## config.mk

```make
export PLATFORM = sky130hd
export DESIGN_NAME = alarm_match_unit
export DESIGN_NICKNAME = d
export VERILOG_FILES = /design/src/rtl/alarm_pkg.sv /design/src/rtl/alarm_field_regs.sv /design/src/rtl/alarm_field_cmp.sv /design/src/rtl/alarm_match_unit.sv
export SDC_FILE = /design/constraint.sdc
export NUM_CORES = 1
export LEC_CHECK = 0
export ABC_AREA = 1
export ABC_CLOCK_PERIOD_IN_PS = 1400
export BUFFER_PORTS_ARGS = -buffer_cell sky130_fd_sc_hd__buf_4
export CORE_UTILIZATION = 54
export DETAILED_ROUTE_END_ITERATION = 7
export GPL_ROUTABILITY_DRIVEN = 1
export HOLD_SLACK_MARGIN = 0.02
export PLACE_DENSITY = 0.85
export SYNTH_ARGS = -nofsm -noshare
export SYNTH_HDL_FRONTEND = slang
export SYNTH_SLANG_ARGS = --single-unit
```

## constraint.sdc

```tcl
create_clock -name clk -period 1.4 [get_ports clk]
set_input_delay 0.14 -clock clk [delete_from_list [all_inputs] [get_ports clk]]
set_output_delay 0.14 -clock clk [all_outputs]
set_load 0.02 [all_outputs]
```

## src/rtl/alarm_pkg.sv

```systemverilog
package alarm_pkg;

  localparam int unsigned NUM_FIELDS = 5;
  localparam int unsigned SEL_W      = 3;

  typedef enum logic [SEL_W-1:0] {
    SEL_SEC  = 3'd0,
    SEL_MIN  = 3'd1,
    SEL_HOUR = 3'd2,
    SEL_DAY  = 3'd3,
    SEL_MON  = 3'd4
  } alm_sel_e;

  typedef enum logic [1:0] {
    FK_MINSEC,
    FK_HOUR,
    FK_DAY,
    FK_MON
  } field_kind_e;

  function automatic field_kind_e kind_of(input int idx);
    case (idx)
      0, 1:    return FK_MINSEC;
      2:       return FK_HOUR;
      3:       return FK_DAY;
      default: return FK_MON;
    endcase
  endfunction

endpackage

```

## src/rtl/alarm_field_regs.sv

```systemverilog
module alarm_field_regs
  import alarm_pkg::*;
#(
  parameter int unsigned DW      = 8,
  parameter bit          EXT_DAY = 1'b1,
  parameter bit          EXT_MON = 1'b1
) (
  input  logic                            clk,
  input  logic                            rst_n,
  input  logic                            wr_en,
  input  logic [SEL_W-1:0]                wr_sel,
  input  logic [DW-1:0]                   wr_data,
  output logic [NUM_FIELDS-1:0][DW-1:0]   alm_q
);

  for (genvar gi = 0; gi < NUM_FIELDS; gi++) begin : g_field
    localparam bit PRESENT = (gi < 3) || (gi == 3 && EXT_DAY) || (gi == 4 && EXT_MON);
    if (PRESENT) begin : g_on
      logic          we;
      logic [DW-1:0] fld_d;
      logic [DW-1:0] fld_q;

      always_comb begin
        we    = wr_en && (wr_sel == SEL_W'(gi));
        fld_d = we ? wr_data : fld_q;
      end

      always_ff @(posedge clk or negedge rst_n) begin
        if (!rst_n) fld_q <= '0;
        else        fld_q <= fld_d;
      end

      assign alm_q[gi] = fld_q;

      // a write to this field's select is captured
      assert_write_capture_R11: assert property (@(posedge clk) disable iff (!rst_n)
        ($past(wr_en) && $past(wr_sel) == SEL_W'(gi)) |-> fld_q == $past(wr_data));
    end else begin : g_off
      assign alm_q[gi] = '0;
    end
  end

endmodule

```

## src/rtl/alarm_field_cmp.sv

```systemverilog
module alarm_field_cmp
  import alarm_pkg::*;
#(
  parameter int unsigned DW   = 8,
  parameter field_kind_e KIND = FK_MINSEC
) (
  input  logic [DW-1:0] alm,
  input  logic [DW-1:0] cur,
  output logic          hit
);

  localparam logic [DW-1:0] WILD_FLOOR = {2'b11, {(DW-2){1'b0}}};
  localparam logic [DW-1:0] MS_LIMIT   = DW'(8'h60);
  localparam logic [DW-1:0] HR_LIMIT   = DW'(8'h24);
  localparam logic [DW-1:0] DAY_MAX    = DW'(8'h31);
  localparam logic [DW-1:0] MON_MAX    = DW'(8'h12);

  logic          wild;
  logic [DW-1:0] day_low;

  always_comb begin
    wild    = (alm >= WILD_FLOOR);
    day_low = {2'b00, alm[DW-3:0]};
    hit     = 1'b0;
    case (KIND)
      FK_MINSEC: hit = wild || (alm < MS_LIMIT && alm == cur);
      FK_HOUR:   hit = wild || (alm < HR_LIMIT && alm == cur);
      FK_DAY:    hit = wild || (day_low == '0) ||
                       (day_low <= DAY_MAX && day_low == cur);
      default:   hit = wild || (alm == '0) ||
                       (alm <= MON_MAX && alm == cur);
    endcase
  end

endmodule

```

## src/rtl/alarm_match_unit.sv

```systemverilog
module alarm_match_unit
  import alarm_pkg::*;
#(
  parameter int unsigned DW      = 8,
  parameter bit          EXT_DAY = 1'b1,
  parameter bit          EXT_MON = 1'b1
) (
  input  logic             clk,
  input  logic             rst_n,
  input  logic             upd_tick,
  input  logic [DW-1:0]    now_sec,
  input  logic [DW-1:0]    now_min,
  input  logic [DW-1:0]    now_hour,
  input  logic [DW-1:0]    now_mday,
  input  logic [DW-1:0]    now_month,
  input  logic             alm_wr_en,
  input  logic [SEL_W-1:0] alm_wr_sel,
  input  logic [DW-1:0]    alm_wr_data,
  output logic             alarm_pulse
);

  logic [NUM_FIELDS-1:0][DW-1:0] alm_q;
  logic [NUM_FIELDS-1:0][DW-1:0] now_bus;
  logic [NUM_FIELDS-1:0]         hit;
  logic                          pulse_d;
  logic                          pulse_q;

  assign now_bus = {now_month, now_mday, now_hour, now_min, now_sec};

  alarm_field_regs #(
    .DW      (DW),
    .EXT_DAY (EXT_DAY),
    .EXT_MON (EXT_MON)
  ) u_regs (
    .clk     (clk),
    .rst_n   (rst_n),
    .wr_en   (alm_wr_en),
    .wr_sel  (alm_wr_sel),
    .wr_data (alm_wr_data),
    .alm_q   (alm_q)
  );

  for (genvar gi = 0; gi < NUM_FIELDS; gi++) begin : g_cmp
    localparam bit PRESENT = (gi < 3) || (gi == 3 && EXT_DAY) || (gi == 4 && EXT_MON);
    if (PRESENT) begin : g_on
      alarm_field_cmp #(
        .DW   (DW),
        .KIND (kind_of(gi))
      ) u_cmp (
        .alm (alm_q[gi]),
        .cur (now_bus[gi]),
        .hit (hit[gi])
      );
    end else begin : g_off
      assign hit[gi] = 1'b1;
    end
  end

  always_comb begin
    pulse_d = upd_tick && (&hit);
  end

  always_ff @(posedge clk or negedge rst_n) begin
    if (!rst_n) pulse_q <= 1'b0;
    else        pulse_q <= pulse_d;
  end

  assign alarm_pulse = pulse_q;

  assert_pulse_needs_tick_R2: assert property (@(posedge clk) disable iff (!rst_n)
    alarm_pulse |-> $past(upd_tick));

  assert_sec_agrees_R3: assert property (@(posedge clk) disable iff (!rst_n)
    alarm_pulse |-> ($past(alm_q[0]) >= DW'(8'hC0) || $past(alm_q[0]) == $past(now_sec)));

  assert_hour_legal_R6: assert property (@(posedge clk) disable iff (!rst_n)
    alarm_pulse |-> ($past(alm_q[2]) < DW'(8'h24) || $past(alm_q[2]) >= DW'(8'hC0)));

  if (EXT_MON) begin : g_mon_chk
    assert_month_legal_R8: assert property (@(posedge clk) disable iff (!rst_n)
      alarm_pulse |-> !($past(alm_q[4]) > DW'(8'h12) && $past(alm_q[4]) < DW'(8'hC0)));
  end

endmodule

```

==> impl_metrics.toml, run 1 <==
[grt]
grt_max_degree = 42
grt_overflow = 0
antenna_found_initial = 0
grt_pass1_vias = 1954
grt_pass1_wl_um = 8270
gr-usage-all-layers = 0.246

[critical_path]
crit_type = "flip-flop to flip-flop"
worst_setup_path_end_kind = "flip-flop"
arrival_ns = 1.52
required_ns = 1.63
start_kind = "flip-flop"
path_max_fanout = 4

[final_layout]
design_area_um2 = 2950
diodes = 0
fin_cells = 426
syn2layout_area_growth_pct = 23.1
layout.nets = 430
drive_gt1_frac = 0.253
post-route-util = 0.712

[clock_network]
root_buffer = "clkbuf_8"
cts_tree = "done"
numCtsBuffers = 5
ctsResizeCount = 0
cts_htree_levels = 2
cts_sinks = 41
clkTransAtPathRegs_ns = 0.08
clock_latency_ns = 0.29
clock_path_buffers = 2

[power]
leakagePower_nw = 1.58
p_per_area_nw_per_um2 = 1170
ir_worst_vdd_mv = 0.943

[route]
antenna_left = 0
drt-vias-per-instance = 4.85
drt-total-wl_um = 5070
num_vias = 2068
first_pass_iters = 4
wire_per_inst_um = 11.9
drtIter0Drc = 97
drc = 0

[timing]
hold_viol = 0
setup_viol_count_final = 0
max_freq_mhz = 775
slew_headroom = 0.653
worst_slew_pin_slew_ns = 0.520
skew_ns = 0.00276
period_minus_slack_ns = 1.29
drv_slew = 0
setup_tns_ns = 0
fin_ws_ns = 0.110
finalCritPeriodShare = 0.921

[floorplan]
die_area_um2 = 4710
rows = 23
die_h_um = 68.6
core_um2 = 4140
initial_core_util = 0.579
ios = 56
dieWidth_um = 68.6

[place]
dp_cells = 416
port_buffers = 55
post_dp_cell_area_um2 = 2820
place.gp.congestion = 0.771
hpwl_um = 3680
dp_slack_ns = 0.128

[job]
max-cap-violations = 0

[yosys]
syn_inst = 316
syn_area_per_cell_um2 = 7.59
ys_warn_count = 0
synth.yosys.seq_area_share = 0.428
synth_fp_nets = 371
ys_ff_latch = 41
synthesis.area_um2 = 2400
yosysUniqueCellTypes = 25

[worst_hold_path]
min_path_type = "input pin to flip-flop"

[outcome]
outcome = "completed"
## timing repair
| item | 4_1_cts | 5_1_grt |
|---|---|---|
| hold buffers | 1 | 0 |
| hold endpoints to repair | 41 | 0 |
| setup endpoints to repair | 0 | 1 |
| buffers inserted | 0 | 1 |
## sequential cells by signal, indices dropped and copies added, names as in the netlist
register / cells
u_regs.g_field.g_on.fld_q: 40
alarm_pulse: 1
## metal layers
metal / vias up / GRT usage / share of wire
met4: 0 / 0.0573 / 0.012
met5: - / 0 / 0
li1: 1089 / - / -
met2: 47 / 0.447 / 0.51
met1: 924 / 0.288 / 0.44
met3: 8 / 0.0609 / 0.038
## placed cells by master (no fill, tap or decap), types with 6 or more instances in the layout
| master | Yosys | layout |
|---|---|---|
| nand2_1 | 110 | 110 |
| buf_4 | 0 | 56 |
| inv_1 | 44 | 44 |
| dfrtp_1 | 41 | 41 |
| nor2_1 | 36 | 36 |
| o21ai_2 | 23 | 23 |
| o21ai_1 | 12 | 12 |
| xnor2_1 | 11 | 11 |
| o21ai_0 | 8 | 8 |
| clkbuf_8 | 0 | 6 |
## power breakdown
group          total [mW]  internal, mW  leakage (nW)  switching, mW
sequential           1.60          1.40         0.517          0.199
combinational       0.866         0.421          1.00          0.445
clock               0.992         0.582        0.0585          0.410
## stage by stage
step / hold WS [ns] / power, mW
floorplan: -0.156 / 2.18
global placement: 0.149 / 2.43
detailed placement: 0.154 / 2.47
CTS: 0.218 / 3.46
global route: 0.238 / 3.69
finish: 0.217 / 3.46
## worst max-delay path, cell delays in order, from the launching register on
cell     delay, ns
dfrtp_1       0.39
inv_1         0.05
nand2_1       0.05
nand2_1       0.06
nor2_1        0.09
nand3_1       0.10
nor2_1        0.10
nor2_1        0.07
nor2_1        0.14
nand2_1       0.09
nor2_1        0.09
## Yosys cell counts
cell	n	area [um^2]
nor3_1	2	10.0
o21a_1	1	7.51
nand3_4	2	35.0
nor2_2	1	6.26
nand3_1	5	25.0
o21ai_2	23	201
a21oi_1	1	5.00
nand2_2	1	6.26
nor2_1	36	135
o21ai_1	12	60.1
nand3_2	1	10.0
o21ai_0	8	40.0
nand2_1	110	413
xor2_1	4	35.0
inv_2	1	3.75
nor2_4	2	22.5
buf_6	5	56.3
nand2_4	1	11.3
a211oi_1	1	7.51
a21boi_0	1	7.51
xnor2_1	11	96.3
nand3b_1	1	7.51
dfrtp_1	41	1030
inv_1	44	165
clkinv_1	1	3.75
## logic make-up (layout without fill, tap and decap cells)
| logic type | Yosys count | in the layout | share of synthesized area |
|---|---|---|---|
| flops | 41 | 41 | 0.428 |
| simple gates | 162 | 162 | 0.284 |
| xor+xnor | 15 | 15 | 0.0548 |
| compound gates | 47 | 47 | 0.137 |
| buf+inv | 51 | 111 | 0.0955 |
## worst paths after layout
kind / start / end / slack, ns / cells after the start
min: alm_wr_data[0] / u_regs.g_field[4].g_on.fld_q[0] / 0.22 / 3
max reg2reg: u_regs.g_field[2].g_on.fld_q[2] / alarm_pulse / 0.11 / 10
min reg2reg: u_regs.g_field[3].g_on.fld_q[7] / u_regs.g_field[3].g_on.fld_q[7] / 0.49 / 2
min in group asynchronous: rst_n / u_regs.g_field[1].g_on.fld_q[5] / 0.36 / 2
max in group asynchronous: rst_n / u_regs.g_field[2].g_on.fld_q[1] / 0.67 / 2
max: u_regs.g_field[2].g_on.fld_q[2] / alarm_pulse / 0.11 / 10
## cell type report
type / instances / area [um^2]
inverter: 46 / 173
timing repair buffer: 57 / 430
multi-input combinational: 224 / 1140
clock inverter: 1 / 30.0
clock buffer: 7 / 86.3
sequential: 41 / 1030
tap: 50 / 62.6
fill: 355 / 1190
Power figures use the tool's default switching activity.
==> run 2: changes to the inputs <==
- ABC_AREA: 1 -> default
- CORE_UTILIZATION: 54 -> 52
- PLACE_DENSITY: 0.85 -> 0.84
==> impl_metrics.toml, run 2 <==
[route]
wire_per_inst_um = 15.8
num_vias = 1533
drt-vias-per-instance = 5.36
drc = 0
first_pass_iters = 2
antenna_left = 0
drtIter0Drc = 37
drt-total-wl_um = 4510

[yosys]
synth.yosys.seq_area_share = 0.493
synthesis.area_um2 = 2080
yosys-top-cells-count = "dfrtp_1 (41), mux2_1 (39), xor2_1 (16)"
synthTopCellsByArea = "dfrtp_1 (49%), mux2_1 (21%), xor2_1 (6.7%), xnor2_1 (5.0%), nor4_1 (1.5%)"
synth_fp_nets = 218
synth_enable_flop_cells = 0
syn_area_per_cell_um2 = 12.8
synth_flop_cell = "dfrtp_1"
synth_top_cell_by_area = "dfrtp_1"
ys_warn_count = 0
synth.most_common_cell = "dfrtp_1"
yosysTopAreaCellShare = 0.493
async_flop_share = 1.00
syn_inst = 163
yosysUniqueCellTypes = 31
ys_ff_latch = 41

[critical_path]
path_max_fanout = 3
critical_path.top_delay_family = "compound AO/OA/AOI/OAI gates"
rrSetupSlack_ns = -0.16
worst_setup_path_end_kind = "flip-flop"
required_ns = 1.59
crit_type = "flip-flop to flip-flop"
path_buf_inv = 0
arrival_ns = 1.75
slowest_delay_ns = 0.43
start_kind = "flip-flop"
crit_path_cell_trace = "nor4_4 > a21oi_1 > o31ai_1 > nand3_1 > a2111oi_2"
crit_path_top_delay_cell = "dfrtp_1"

[clock_network]
cts_tree = "done"
clock_latency_ns = 0.29
post_cts_buffers = 0
clkTransAtPathRegs_ns = 0.07
cts_sinks = 41
clock_path_buffers = 2
root_buffer = "clkbuf_8"
cts_htree_levels = 2
numCtsBuffers = 5

[place]
post_dp_cell_area_um2 = 2690
port_buffers = 55
place.gp.congestion = 0.758
hpwl_um = 3470

[power]
seq_power_share = 0.511
ir_worst_vdd_mv = 0.938
p_per_area_nw_per_um2 = 1170
leakagePower_nw = 1.24
clockPowerShare = 0.239
finalPower_mw = 3.25
switchingPower_mw = 0.926
p_int_mw = 2.33
switching_share = 0.285
comb_power_share = 0.250

[outcome]
violations = "setup timing"
outcome = "finished, violations left"

[final_layout]
largest_reg_flops = 40
final_common_cell = "buf_4"
design_area_um2 = 2780
multiInputGateArea_um2 = 1040
final_cell_mix = "buf_4 (66), dfrtp_1 (41), mux2_1 (39)"
nFillCells = 272
diodes = 0
layout.nets = 293
largest_register = "u_regs.g_field.g_on.fld_q"
syn2layout_area_growth_pct = 33.7
register_area_um2 = 1030
drive_gt1_frac = 0.340

[timing]
worst_slew_pin_slew_ns = 0.525
rsz0062_at_grt = "true"
skew_ns = 0.00212
slew_headroom = 0.650
drv_slew = 0
fin_ws_ns = -0.157
period_minus_slack_ns = 1.56
finalCritPeriodShare = 1.11
max_freq_mhz = 642
setup_viol_count_final = 1
hold_viol = 0
setup_tns_ns = -0.157

[grt]
top_usage_layer = "met2"
grt_pass1_wl_um = 7360
grt_pass1_vias = 1584
grt_max_degree = 42
gr-usage-all-layers = 0.242
use_met1 = 0.293
antenna_found_initial = 0
grtUsageMet2 = 0.424
met3_usage = 0.0365
grt_overflow = 0

[floorplan]
dieWidth_um = 65.3
die_area_um2 = 4260
core_um2 = 3740
die_h_um = 65.3
initial_core_util = 0.556
rows = 22
ios = 56

[job]
max-cap-violations = 0

[worst_hold_path]
min_path_type = "input pin to flip-flop"
==> run 2: cell families after synthesis <==
family	Yosys count	share of synthesized area
flops	41	0.493
mux	39	0.211
simple gates	36	0.114
xor+xnor	28	0.118
compound gates	15	0.0559
buf+inv	4	0.00841
==> run 2: timing repair <==
action / CTS / global route
pin swaps: 2 / 2
gates resized for setup: 0 / 0
hold buffers: 1 / 0
hold endpoints to repair: 41 / 0
endpoints found under the setup margin: 1 / 1
==> run 2: worst register-to-register path: stages (launching register included) <==
cell and delay, ns:
dfrtp_1 0.43, nor4_4 0.30, a21oi_1 0.10, o31ai_1 0.22, nand3_1 0.13, a2111oi_2 0.28
==> run 2: path summary, 6_finish.rpt <==
kind	start	endpoint	cells after the start
min in group asynchronous	rst_n	u_regs.g_field[0].g_on.fld_q[0]	2
hold reg to reg	u_regs.g_field[3].g_on.fld_q[6]	u_regs.g_field[3].g_on.fld_q[6]	1
hold / removal	alm_wr_data[0]	u_regs.g_field[3].g_on.fld_q[0]	2
max in group asynchronous	rst_n	u_regs.g_field[4].g_on.fld_q[2]	2
setup reg to reg	u_regs.g_field[4].g_on.fld_q[2]	alarm_pulse	5
setup / recovery	u_regs.g_field[4].g_on.fld_q[2]	alarm_pulse	5
==> run 2: metrics by stage <==
step	worst slack, ns	std cells	util	hold slack (ns)
finish	-0.157	286	0.744	0.116
global route	-0.284	286	0.744	0.110
CTS	-0.175	286	0.744	0.104
detailed placement	-0.193	278	0.718	0.152
global placement	-0.138	278	0.718	0.148
floorplan	-0.0723	163	-	-0.156
==> run 2: final cells by class <==
cell class | count | area share
clock buffers | 7 | 0.0310
flip-flops and latches | 41 | 0.369
multi-input cells | 118 | 0.373
well taps | 48 | 0.0216
repair buffers | 70 | 0.203
inverters | 2 | 0.00270
==> run 2: power groups by stage <==
stage / clock network, mW / registers (mW) / logic [mW]
floorplan: 0 / 1.63 / 0.466
global placement: 0 / 1.66 / 0.785
detailed placement: 0 / 1.68 / 0.818
CTS: 0.796 / 1.66 / 0.824
global route: 0.844 / 1.69 / 0.898
finish: 0.777 / 1.66 / 0.815
==> run 2: per-layer routing <==
metal / part of all wire / up-vias
li1: - / 744
met1: 0.43 / 741
met2: 0.51 / 41
met3: 0.037 / 7
met4: 0.016 / 0
met5: 0 / -
==> run 3: changes to the inputs <==
--- a/config.mk
+++ b/config.mk
@@ -8,4 +8,5 @@
 export ABC_CLOCK_PERIOD_IN_PS = 1400
 export BUFFER_PORTS_ARGS = -buffer_cell sky130_fd_sc_hd__buf_4
+export CORE_MARGIN = 2
 export CORE_UTILIZATION = 52
 export DETAILED_ROUTE_END_ITERATION = 7
@@ -13,4 +14,5 @@
 export HOLD_SLACK_MARGIN = 0.02
 export PLACE_DENSITY = 0.84
+export SLEW_MARGIN = 20
 export SYNTH_ARGS = -nofsm -noshare
 export SYNTH_HDL_FRONTEND = slang
==> constraint.sdc (replaced) <==
create_clock -name clk -period 1.4 [get_ports clk]
set_input_delay 0.14 -clock clk [delete_from_list [all_inputs] [get_ports clk]]
set_output_delay 0.14 -clock clk [all_outputs]
set_load 0.1 [all_outputs]
==> impl_metrics.toml, run 3 (synthesis gave the netlist of run 2 again) <==
[outcome]
outcome = "finished, violations left"
violations = "setup timing"

[timing]
setup_viol_count_final = 1
max_freq_mhz = 619
slew_headroom = 0.658
period_minus_slack_ns = 1.62
rsz0062_at_grt = "true"
drv_slew = 0
skew_ns = 0.00533
finalCritPeriodShare = 1.15
hold_viol = 0
setup_tns_ns = -0.217
whs_ns = 0.123
fin_ws_ns = -0.217
worst_slew_pin_slew_ns = 0.513

[critical_path]
crit_type = "flip-flop to flip-flop"
required_ns = 1.58
path_buf_inv = 0
path_max_fanout = 3
worst_setup_path_end_kind = "flip-flop"
critical_path.top_delay_family = "compound AO/OA/AOI/OAI gates"
arrival_ns = 1.79
crit_path_cell_trace = "nor4_4 > a21oi_1 > o31ai_1 > nand3_1 > a2111oi_2"
start_kind = "flip-flop"
crit_path_top_delay_cell = "dfrtp_1"
slowest_delay_ns = 0.43

[clock_network]
clock_latency_ns = 0.29
cts_htree_levels = 2
cts_sinks = 41
clkTransAtPathRegs_ns = 0.08
cts_tree = "done"
root_buffer = "clkbuf_8"
numCtsBuffers = 5
clock_path_buffers = 2

[floorplan]
dieWidth_um = 67.3
die_h_um = 67.3
core_um2 = 3740
die_area_um2 = 4530
rows = 22
initial_core_util = 0.556
ios = 56

[final_layout]
final_common_cell = "buf_4"
syn2layout_area_growth_pct = 34.6
largest_register = "u_regs.g_field.g_on.fld_q"
post-route-util = 0.749
drive_gt1_frac = 0.349
layout.nets = 292
largest_reg_flops = 40
final_cell_mix = "buf_4 (66), dfrtp_1 (40), mux2_1 (39)"
diodes = 0

[route]
drt-vias-per-instance = 5.31
wire_per_inst_um = 16.2
drc = 0
first_pass_iters = 4
antenna_left = 0
drtIter0Drc = 83
num_vias = 1520
drt-total-wl_um = 4640

[grt]
grt_pass1_vias = 1515
grt_pass1_wl_um = 7290
grt_overflow = 0
antenna_found_initial = 0
gr-usage-all-layers = 0.224
grt_max_degree = 42

[place]
dp_slack_ns = -0.211
port_buffers = 55
hpwl_um = 3470
place.gp.congestion = 0.801

[power]
finalPower_mw = 3.45
leakagePower_nw = 1.25
p_per_area_nw_per_um2 = 1230
ir_worst_vdd_mv = 0.781

[job]
max-cap-violations = 0

[worst_hold_path]
min_path_type = "input pin to flip-flop"
[run 3: area by class of cell]
cell class | count | area [um^2]
Clock buffer | 7 | 86.3
Clock inverter | 1 | 30.0
Fill cell | 266 | 941
Inverter | 2 | 7.51
Multi-Input combinational cell | 118 | 1050
Sequential cell | 41 | 1030
Tap cell | 48 | 60.1
Timing Repair Buffer | 69 | 546
[run 3: final timing paths]
check	slack [ns]	startpoint	cells after the start	endpoint
worst max-delay path	-0.22	u_regs.g_field[4].g_on.fld_q[2]	5	alarm_pulse
worst min-delay path	0.12	alm_wr_data[1]	2	u_regs.g_field[3].g_on.fld_q[1]
worst max register to register	-0.22	u_regs.g_field[4].g_on.fld_q[2]	5	alarm_pulse
worst min register to register	0.50	u_regs.g_field[3].g_on.fld_q[7]	1	u_regs.g_field[3].g_on.fld_q[7]
max in group asynchronous	0.66	rst_n	2	u_regs.g_field[4].g_on.fld_q[3]
min in group asynchronous	0.37	rst_n	2	u_regs.g_field[3].g_on.fld_q[1]
[run 3: per-stage QoR]
| step | instance area (um^2) | instances |
|---|---|---|
| after global routing | 2800 | 286 |
| after global placement | 2660 | 276 |
| after CTS | 2790 | 286 |
| final | 2800 | 286 |
| after detailed placement | 2660 | 276 |
| after floorplan | 2080 | 163 |
[run 3: metal layers]
metal	share of wire	up-vias	global-route usage
met1	0.45	728	0.292
met5	0	-	0
met3	0.040	6	0.0500
li1	-	745	-
met4	0.0095	0	0.0383
met2	0.50	41	0.387
[run 3: worst register-to-register path: cells and delay by family, from the launching register on]
kind	cells	cell delay (ns)
DFF	1	0.43
AOI/OAI and AO/OA	3	0.65
and+or+nand+nor	2	0.43
[run 3: repair_timing]
| item | 4_1_cts | 5_1_grt |
|---|---|---|
| endpoints found under the setup margin | 1 | 1 |
| hold endpoints to repair | 41 | 0 |
| resized for setup | 0 | 2 |
| cloned | 0 | 0 |
| setup buffers | 1 | 0 |
| pin swaps | 2 | 6 |
| hold buffers | 1 | 0 |
[run 3: power by group]
part           switching, mW  leakage, nW  internal (mW)
Clock                  0.386       0.0585          0.581
Sequential             0.229        0.493           1.44
Combinational          0.320        0.697          0.492
